===== src/rtl/cfgp_pkg.sv =====
package cfgp_pkg;

    typedef enum logic [1:0] {
        ST_IDLE   = 2'd0,
        ST_GATHER = 2'd1,
        ST_REPLY  = 2'd2
    } port_state_e;

    typedef enum logic [1:0] {
        RG_DATA = 2'd0,
        RG_SEL  = 2'd1,
        RG_DMA  = 2'd2,
        RG_NONE = 2'd3
    } reg_region_e;

    typedef struct packed {
        logic        arch;
        logic [13:0] idx;
    } item_key_t;

    function automatic item_key_t key_of(input logic [15:0] sel);
        item_key_t k;
        k.arch = sel[15];
        k.idx  = sel[13:0];
        return k;
    endfunction

    function automatic logic [2:0] last_lane(input logic [1:0] size);
        logic [3:0] n;
        n = 4'd1 << size;
        return 3'(n - 4'd1);
    endfunction

endpackage


===== src/rtl/cfgp_store.sv =====
module cfgp_store
    import cfgp_pkg::*;
#(
    parameter logic [31:0] SIG         = 32'h4943_4647,
    parameter bit          DMA_PRESENT = 1'b1,
    parameter int          BLOB_LEN    = 11,
    parameter int          ARCH_LEN    = 3,
    parameter int          OFF_W       = 8
) (
    input  item_key_t         key,
    input  logic [OFF_W-1:0]  off,
    output logic [OFF_W-1:0]  len,
    output logic [7:0]        raw_byte
);
    localparam logic [13:0] IDX_SIG  = 14'd0;
    localparam logic [13:0] IDX_FEAT = 14'd1;
    localparam logic [13:0] IDX_BLOB = 14'd2;
    localparam logic [13:0] IDX_ARCH = 14'd5;

    logic [7:0] feat_low;
    logic [7:0] off8;

    generate
        if (DMA_PRESENT) begin : g_feat_dma
            assign feat_low = 8'h03;
        end else begin : g_feat_plain
            assign feat_low = 8'h01;
        end
    endgenerate

    assign off8 = 8'(off);

    always_comb begin
        len      = '0;
        raw_byte = 8'h00;
        if (!key.arch) begin
            unique case (key.idx)
                IDX_SIG: begin
                    len = OFF_W'(4);
                    unique case (off[1:0])
                        2'd0: raw_byte = SIG[31:24];
                        2'd1: raw_byte = SIG[23:16];
                        2'd2: raw_byte = SIG[15:8];
                        default: raw_byte = SIG[7:0];
                    endcase
                end
                IDX_FEAT: begin
                    len      = OFF_W'(4);
                    raw_byte = (off == '0) ? feat_low : 8'h00;
                end
                IDX_BLOB: begin
                    len      = OFF_W'(BLOB_LEN);
                    raw_byte = 8'hA0 + off8;
                end
                default: ;
            endcase
        end else if (key.idx == IDX_ARCH) begin
            len      = OFF_W'(ARCH_LEN);
            raw_byte = 8'h51 + off8 + off8;
        end
    end

endmodule


===== src/rtl/cfgp_selreg.sv =====
module cfgp_selreg (
    input  logic        clk,
    input  logic        rst_n,
    input  logic        wr_en,
    input  logic [15:0] wr_lanes,
    input  logic [1:0]  wr_strb,
    output logic [15:0] sel
);
    always_ff @(posedge clk) begin
        if (!rst_n) begin
            sel <= 16'h0000;
        end else if (wr_en) begin
            if (wr_strb[0]) sel[15:8] <= wr_lanes[7:0];
            if (wr_strb[1]) sel[7:0]  <= wr_lanes[15:8];
        end
    end
endmodule


===== src/rtl/cfgp_ctrl.sv =====
module cfgp_ctrl
    import cfgp_pkg::*;
#(
    parameter int OFF_W = 8
) (
    input  logic             clk,
    input  logic             rst_n,
    input  logic             req_valid,
    output logic             req_ready,
    input  logic             req_write,
    input  logic [1:0]       region,
    input  logic [1:0]       req_size,
    output logic             rsp_valid,
    output logic [63:0]      rsp_rdata,
    output logic             sel_wr_en,
    input  logic [OFF_W-1:0] item_len,
    input  logic [7:0]       item_byte,
    output logic [OFF_W-1:0] cur_off
);
    port_state_e state_q, state_d;
    logic [OFF_W-1:0] off_q;
    logic [2:0]       lane_q;
    logic [2:0]       last_q;
    logic [63:0]      rdata_q;
    logic             accept;
    logic             in_range;

    assign accept   = req_valid && (state_q == ST_IDLE);
    assign in_range = off_q < item_len;

    always_ff @(posedge clk) begin
        if (!rst_n) state_q <= ST_IDLE;
        else        state_q <= state_d;
    end

    always_comb begin
        state_d = state_q;
        unique case (state_q)
            ST_IDLE: begin
                if (accept && !req_write)
                    state_d = (reg_region_e'(region) == RG_DATA) ? ST_GATHER : ST_REPLY;
            end
            ST_GATHER: begin
                if (lane_q == last_q) state_d = ST_REPLY;
            end
            ST_REPLY: state_d = ST_IDLE;
            default:  state_d = ST_IDLE;
        endcase
    end

    always_comb begin
        req_ready = (state_q == ST_IDLE);
        rsp_valid = (state_q == ST_REPLY);
        rsp_rdata = rdata_q;
        sel_wr_en = accept && req_write && (reg_region_e'(region) == RG_SEL);
        cur_off   = off_q;
    end

    always_ff @(posedge clk) begin
        if (!rst_n) begin
            off_q   <= '0;
            lane_q  <= '0;
            last_q  <= '0;
            rdata_q <= '0;
        end else begin
            unique case (state_q)
                ST_IDLE: begin
                    if (sel_wr_en) off_q <= '0;
                    if (accept && !req_write) begin
                        rdata_q <= '0;
                        lane_q  <= '0;
                        last_q  <= last_lane(req_size);
                    end
                end
                ST_GATHER: begin
                    rdata_q[{lane_q, 3'b000} +: 8] <= in_range ? item_byte : 8'h00;
                    if (in_range) off_q <= off_q + 1'b1;
                    lane_q <= lane_q + 3'd1;
                end
                default: ;
            endcase
        end
    end

endmodule


===== src/rtl/cfg_item_port.sv =====
module cfg_item_port
    import cfgp_pkg::*;
#(
    parameter logic [31:0] SIG         = 32'h4943_4647,
    parameter bit          DMA_PRESENT = 1'b1,
    parameter int          BLOB_LEN    = 11,
    parameter int          ARCH_LEN    = 3,
    parameter int          OFF_W       = 8
) (
    input  logic        clk,
    input  logic        rst_n,
    input  logic        req_valid,
    output logic        req_ready,
    input  logic        req_write,
    input  logic [4:0]  req_addr,
    input  logic [1:0]  req_size,
    input  logic [63:0] req_wdata,
    input  logic [7:0]  req_wstrb,
    output logic        rsp_valid,
    output logic [63:0] rsp_rdata
);
    logic [15:0]      sel;
    logic             sel_wr_en;
    logic [OFF_W-1:0] cur_off;
    logic [OFF_W-1:0] cur_len;
    logic [7:0]       item_byte;
    logic             unused_bits;

    assign unused_bits = ^{req_wdata[63:16], req_wstrb[7:2], req_addr[2:0]};

    cfgp_selreg u_sel (
        .clk      (clk),
        .rst_n    (rst_n),
        .wr_en    (sel_wr_en),
        .wr_lanes (req_wdata[15:0]),
        .wr_strb  (req_wstrb[1:0]),
        .sel      (sel)
    );

    cfgp_store #(
        .SIG(SIG), .DMA_PRESENT(DMA_PRESENT), .BLOB_LEN(BLOB_LEN),
        .ARCH_LEN(ARCH_LEN), .OFF_W(OFF_W)
    ) u_store (
        .key      (key_of(sel)),
        .off      (cur_off),
        .len      (cur_len),
        .raw_byte (item_byte)
    );

    cfgp_ctrl #(.OFF_W(OFF_W)) u_ctrl (
        .clk       (clk),
        .rst_n     (rst_n),
        .req_valid (req_valid),
        .req_ready (req_ready),
        .req_write (req_write),
        .region    (req_addr[4:3]),
        .req_size  (req_size),
        .rsp_valid (rsp_valid),
        .rsp_rdata (rsp_rdata),
        .sel_wr_en (sel_wr_en),
        .item_len  (cur_len),
        .item_byte (item_byte),
        .cur_off   (cur_off)
    );

endmodule


===== config.mk =====
export PLATFORM = sky130hd
export DESIGN_NAME = cfg_item_port
export DESIGN_NICKNAME = d
export VERILOG_FILES = /design/src/rtl/cfgp_pkg.sv /design/src/rtl/cfgp_store.sv /design/src/rtl/cfgp_selreg.sv /design/src/rtl/cfgp_ctrl.sv /design/src/rtl/cfg_item_port.sv
export SDC_FILE = /design/constraint.sdc
export NUM_CORES = 1
export LEC_CHECK = 0
export CELL_PAD_IN_SITES_DETAIL_PLACEMENT = 0
export CELL_PAD_IN_SITES_GLOBAL_PLACEMENT = 1
export CORE_UTILIZATION = 48
export DETAILED_ROUTE_END_ITERATION = 6
export DONT_BUFFER_PORTS = 1
export HOLD_SLACK_MARGIN = 0.12
export PLACE_DENSITY = 0.94
export SLEW_MARGIN = 40
export SYNTH_ARGS = -nofsm -noshare
export SYNTH_HDL_FRONTEND = slang
export SYNTH_SLANG_ARGS = --single-unit

===== constraint.sdc =====
create_clock -name clk -period 6.7 [get_ports clk]
set_clock_uncertainty 0.1 [all_clocks]
set_input_delay 0.335 -clock clk [delete_from_list [all_inputs] [get_ports clk]]
set_output_delay 0.335 -clock clk [all_outputs]
set_load 0.05 [all_outputs]

==> impl_metrics.xml <==
<?xml version="1.0" encoding="UTF-8"?>
<metrics>
  <group name="run_status">
    <metric name="outcome" unit="">complete, no violations</metric>
  </group>
  <group name="synth">
    <metric name="postSynth.asyncResetShare" unit="%">0</metric>
    <metric name="syn-cell-area" unit="um2">3926</metric>
    <metric name="synth.distinct_cells" unit="">50</metric>
    <metric name="ys_top_cells_by_area" unit="">sky130_fd_sc_hd__dfxtp_1, sky130_fd_sc_hd__nand2_1, sky130_fd_sc_hd__o21ai_0</metric>
    <metric name="instance_count_of_the_mapped_netlist" unit="">469</metric>
    <metric name="synth.net_count" unit="">565</metric>
    <metric name="syn_avg_cell_area" unit="um2">8.372</metric>
    <metric name="postSynth.topFlopCell" unit="">sky130_fd_sc_hd__dfxtp_1</metric>
    <metric name="synth.yosys.seq_area_share" unit="%">48.44</metric>
    <metric name="synth-edff-count" unit="">0</metric>
    <metric name="yosys_warnings" unit="">0</metric>
    <metric name="synth_top_cell_by_area" unit="">sky130_fd_sc_hd__dfxtp_1</metric>
    <metric name="synth.ff_latch_count" unit="">95</metric>
    <metric name="yosys.area.top_type_share" unit="%">48.44</metric>
  </group>
  <group name="drt">
    <metric name="drc" unit="">0</metric>
    <metric name="route.detailed.vias_per_inst" unit="">5.824</metric>
    <metric name="first_pass_iters" unit="">5</metric>
    <metric name="antenna_left" unit="">0</metric>
    <metric name="postRouteWirelength" unit="um">10350</metric>
    <metric name="route.vias.total" unit="">3512</metric>
    <metric name="detail_route.iter0.violations" unit="">198</metric>
    <metric name="routedWlPerCell" unit="um">17.16</metric>
  </group>
  <group name="worst_setup_path">
    <metric name="crit_chain" unit="">nor4_2 -&gt; and3_1 -&gt; nand2_1 -&gt; ha_1 -&gt; a21oi_1 -&gt; and2_1 -&gt; nand4_1 -&gt; nand2b_1 -&gt; o21ai_0</metric>
    <metric name="kind_of_cell_adding_the_most_delay_to_the_critical_path" unit="">simple AND/OR/NAND/NOR gates</metric>
    <metric name="worstSetupPathType" unit="">flip-flop to flip-flop</metric>
    <metric name="worst_path_max_stage_delay" unit="ps">460</metric>
    <metric name="crit_slowest_cell" unit="">sky130_fd_sc_hd__nor4_2</metric>
    <metric name="worst_path_required_time" unit="ps">6900</metric>
    <metric name="worstSetupEndpointType" unit="">flip-flop</metric>
    <metric name="reg2reg_setup_slack" unit="ps">3720</metric>
    <metric name="start_kind" unit="">flip-flop</metric>
    <metric name="cp.buffers_inverters" unit="">0</metric>
    <metric name="crit_fanout" unit="">10</metric>
    <metric name="worst_ep_arrival_time" unit="ps">3180</metric>
  </group>
  <group name="cts">
    <metric name="cts.reportedPaths.clkPinSlew" unit="ps">100</metric>
    <metric name="clockRootBuffer" unit="">sky130_fd_sc_hd__clkbuf_8</metric>
    <metric name="cts.htree.levels" unit="">3</metric>
    <metric name="clockBufferDepth" unit="">2</metric>
    <metric name="clock_latency_at_the_later_pin_of_the_worst_skew_pair" unit="ps">380</metric>
    <metric name="postCtsSetupRepairBufs" unit="">0</metric>
    <metric name="numClockSinks" unit="">95</metric>
    <metric name="numCtsBuffers" unit="">9</metric>
    <metric name="tritoncts" unit="">built</metric>
  </group>
  <group name="final_layout">
    <metric name="mostFrequentLayoutCells" unit="">sky130_fd_sc_hd__nand2_1, sky130_fd_sc_hd__dfxtp_1, sky130_fd_sc_hd__o21ai_0</metric>
    <metric name="stdcell_count" unit="">603</metric>
    <metric name="drive_gt1_share" unit="%">6.587</metric>
    <metric name="fillers" unit="">708</metric>
    <metric name="area_growth_syn_to_layout" unit="%">16.38</metric>
    <metric name="fin_area" unit="um2">4569</metric>
    <metric name="layout.cells.most_common" unit="">sky130_fd_sc_hd__nand2_1</metric>
    <metric name="post_layout_net_count" unit="">592</metric>
    <metric name="final_core_util" unit="%">58.53</metric>
    <metric name="antennaDiodeCount" unit="">0</metric>
  </group>
  <group name="timing">
    <metric name="fmax" unit="MHz">336.0</metric>
    <metric name="min_clock_period_post_route" unit="ps">2976</metric>
    <metric name="final_min_period_over_clock_period" unit="%">44.42</metric>
    <metric name="worstMarginPinSlew" unit="ps">755.4</metric>
    <metric name="finalSetupViolations" unit="">0</metric>
    <metric name="hold_viol_final" unit="">0</metric>
    <metric name="setup_repair_after_global_routing_missed_its_margin" unit="">no</metric>
    <metric name="relative_slew_slack" unit="%">49.58</metric>
    <metric name="final_max_slew_viol_count" unit="">0</metric>
    <metric name="final.setup.tns" unit="ps">0</metric>
  </group>
  <group name="power_and_ir_drop">
    <metric name="pwr_density_cell" unit="nW/um2">287.2</metric>
    <metric name="power.leakage" unit="nW">1.570</metric>
    <metric name="worst_ir_drop_vdd" unit="uV">129.4</metric>
  </group>
  <group name="place">
    <metric name="placement.cell_area" unit="um2">3994</metric>
    <metric name="port_buffers" unit="">0</metric>
    <metric name="placed_cells_incl_taps" unit="">552</metric>
    <metric name="finalWeightedCongestion" unit="">0.8356</metric>
    <metric name="dp_hpwl" unit="um">6731</metric>
  </group>
  <group name="floorplan">
    <metric name="dieHeight" unit="um">92.44</metric>
    <metric name="ios" unit="">149</metric>
    <metric name="initial_core_util" unit="%">50.29</metric>
    <metric name="row_count" unit="">32</metric>
    <metric name="die-width" unit="um">92.44</metric>
    <metric name="dieArea" unit="um2">8545</metric>
    <metric name="fp.coreArea" unit="um2">7807</metric>
  </group>
  <group name="global_routing">
    <metric name="grt_first_pass_wirelength" unit="um">16420</metric>
    <metric name="grt_max_degree" unit="">25</metric>
    <metric name="antenna_found_initial" unit="">0</metric>
    <metric name="grt_use_total" unit="%">24.92</metric>
    <metric name="first_global_vias" unit="">3303</metric>
    <metric name="overflow_left_after_global_routing" unit="">0</metric>
  </group>
  <group name="min_path">
    <metric name="hold_path_class" unit="">input pin to flip-flop</metric>
  </group>
  <group name="run">
    <metric name="max-cap-violations" unit="">0</metric>
  </group>
</metrics>
worst paths after layout:
path / start / endpoint / cells after the start
worst max-delay path: u_sel.sel[4]$_SDFFE_PN0P_ / u_ctrl.rsp_rdata[22]$_SDFFE_PN0P_ / 9
worst min-delay path: req_write / u_ctrl.state_q[0]$_SDFFE_PN0P_ / 2
worst max register to register: u_sel.sel[4]$_SDFFE_PN0P_ / u_ctrl.rsp_rdata[22]$_SDFFE_PN0P_ / 9
worst min register to register: u_sel.sel[13]$_SDFFE_PN0P_ / u_sel.sel[13]$_SDFFE_PN0P_ / 2
registers in the layout, summed over array words and instances (netlist names):
register	flops
u_ctrl.rsp_rdata	64
u_ctrl.lane_q	3
u_ctrl.last_q	3
u_ctrl.cur_off	8
u_sel.sel	15
u_ctrl.state_q	2
through the flow:
step	setup slack (ps)	power (W)	hold WS (ps)
floorplan	4099	0.0008253	336.0
global placement	3514	0.0008756	349.3
detailed placement	3830	0.0008890	358.9
CTS	3793	0.001309	171.1
global route	3489	0.001365	186.1
finish	3724	0.001313	173.2
routing by layer:
layer	GRT usage, %	routed length (um)
met5	0	0
met2	43.27	5232
met4	11.07	279
met3	6.240	620
met1	28.80	4215
what timing repair did:
item,4_1_cts,5_1_grt
endpoints found under the hold margin,30,0
gates resized for setup,0,0
hold buffers,35,0
endpoints found under the setup margin,0,0
Yosys cell counts, types with 2 or more instances:
library cell / number
sky130_fd_sc_hd__nor2_1: 16
sky130_fd_sc_hd__and2_1: 3
sky130_fd_sc_hd__inv_1: 12
sky130_fd_sc_hd__nand2b_1: 11
sky130_fd_sc_hd__o22ai_1: 2
sky130_fd_sc_hd__a21oi_1: 28
sky130_fd_sc_hd__nor4_1: 4
sky130_fd_sc_hd__xnor2_1: 5
sky130_fd_sc_hd__o21ai_0: 66
sky130_fd_sc_hd__ha_1: 13
sky130_fd_sc_hd__a32o_1: 4
sky130_fd_sc_hd__nor4_2: 2
sky130_fd_sc_hd__xor2_1: 2
sky130_fd_sc_hd__and3_1: 4
sky130_fd_sc_hd__a31o_2: 2
sky130_fd_sc_hd__mux2i_1: 2
sky130_fd_sc_hd__nand3_1: 26
sky130_fd_sc_hd__buf_2: 4
sky130_fd_sc_hd__nand4b_1: 3
sky130_fd_sc_hd__nor3_1: 13
sky130_fd_sc_hd__nand4_1: 5
sky130_fd_sc_hd__nand2_1: 106
sky130_fd_sc_hd__clkbuf_1: 15
sky130_fd_sc_hd__dfxtp_1: 95
cell families after synthesis:
group | synth area share, %
multiplexers | 0.7967
flip-flops | 48.44
AO/OA/AOI/OAI | 16.86
XOR/XNOR | 1.562
AND/OR/NAND/NOR | 24.79
buffers and inverters | 3.410
adder cells (fa/ha/maj) | 4.143
final cells by class:
class,count,area [um2],area share [%]
repair buffers,37,369.1,8.078
well taps,102,127.6,2.793
clock buffers,9,123.9,2.711
inverters,12,45.04,0.9858
flip-flops and latches,95,1902,41.62
multi-input cells,341,1907,41.73
clock inverters,7,95.09,2.081
power by group:
part           switching [W]  internal [W]
Combinational       0.000171     0.0000807
Sequential         0.0000565      0.000584
Clock               0.000235      0.000184
No activity file was read; power rests on OpenSTA's default activity.
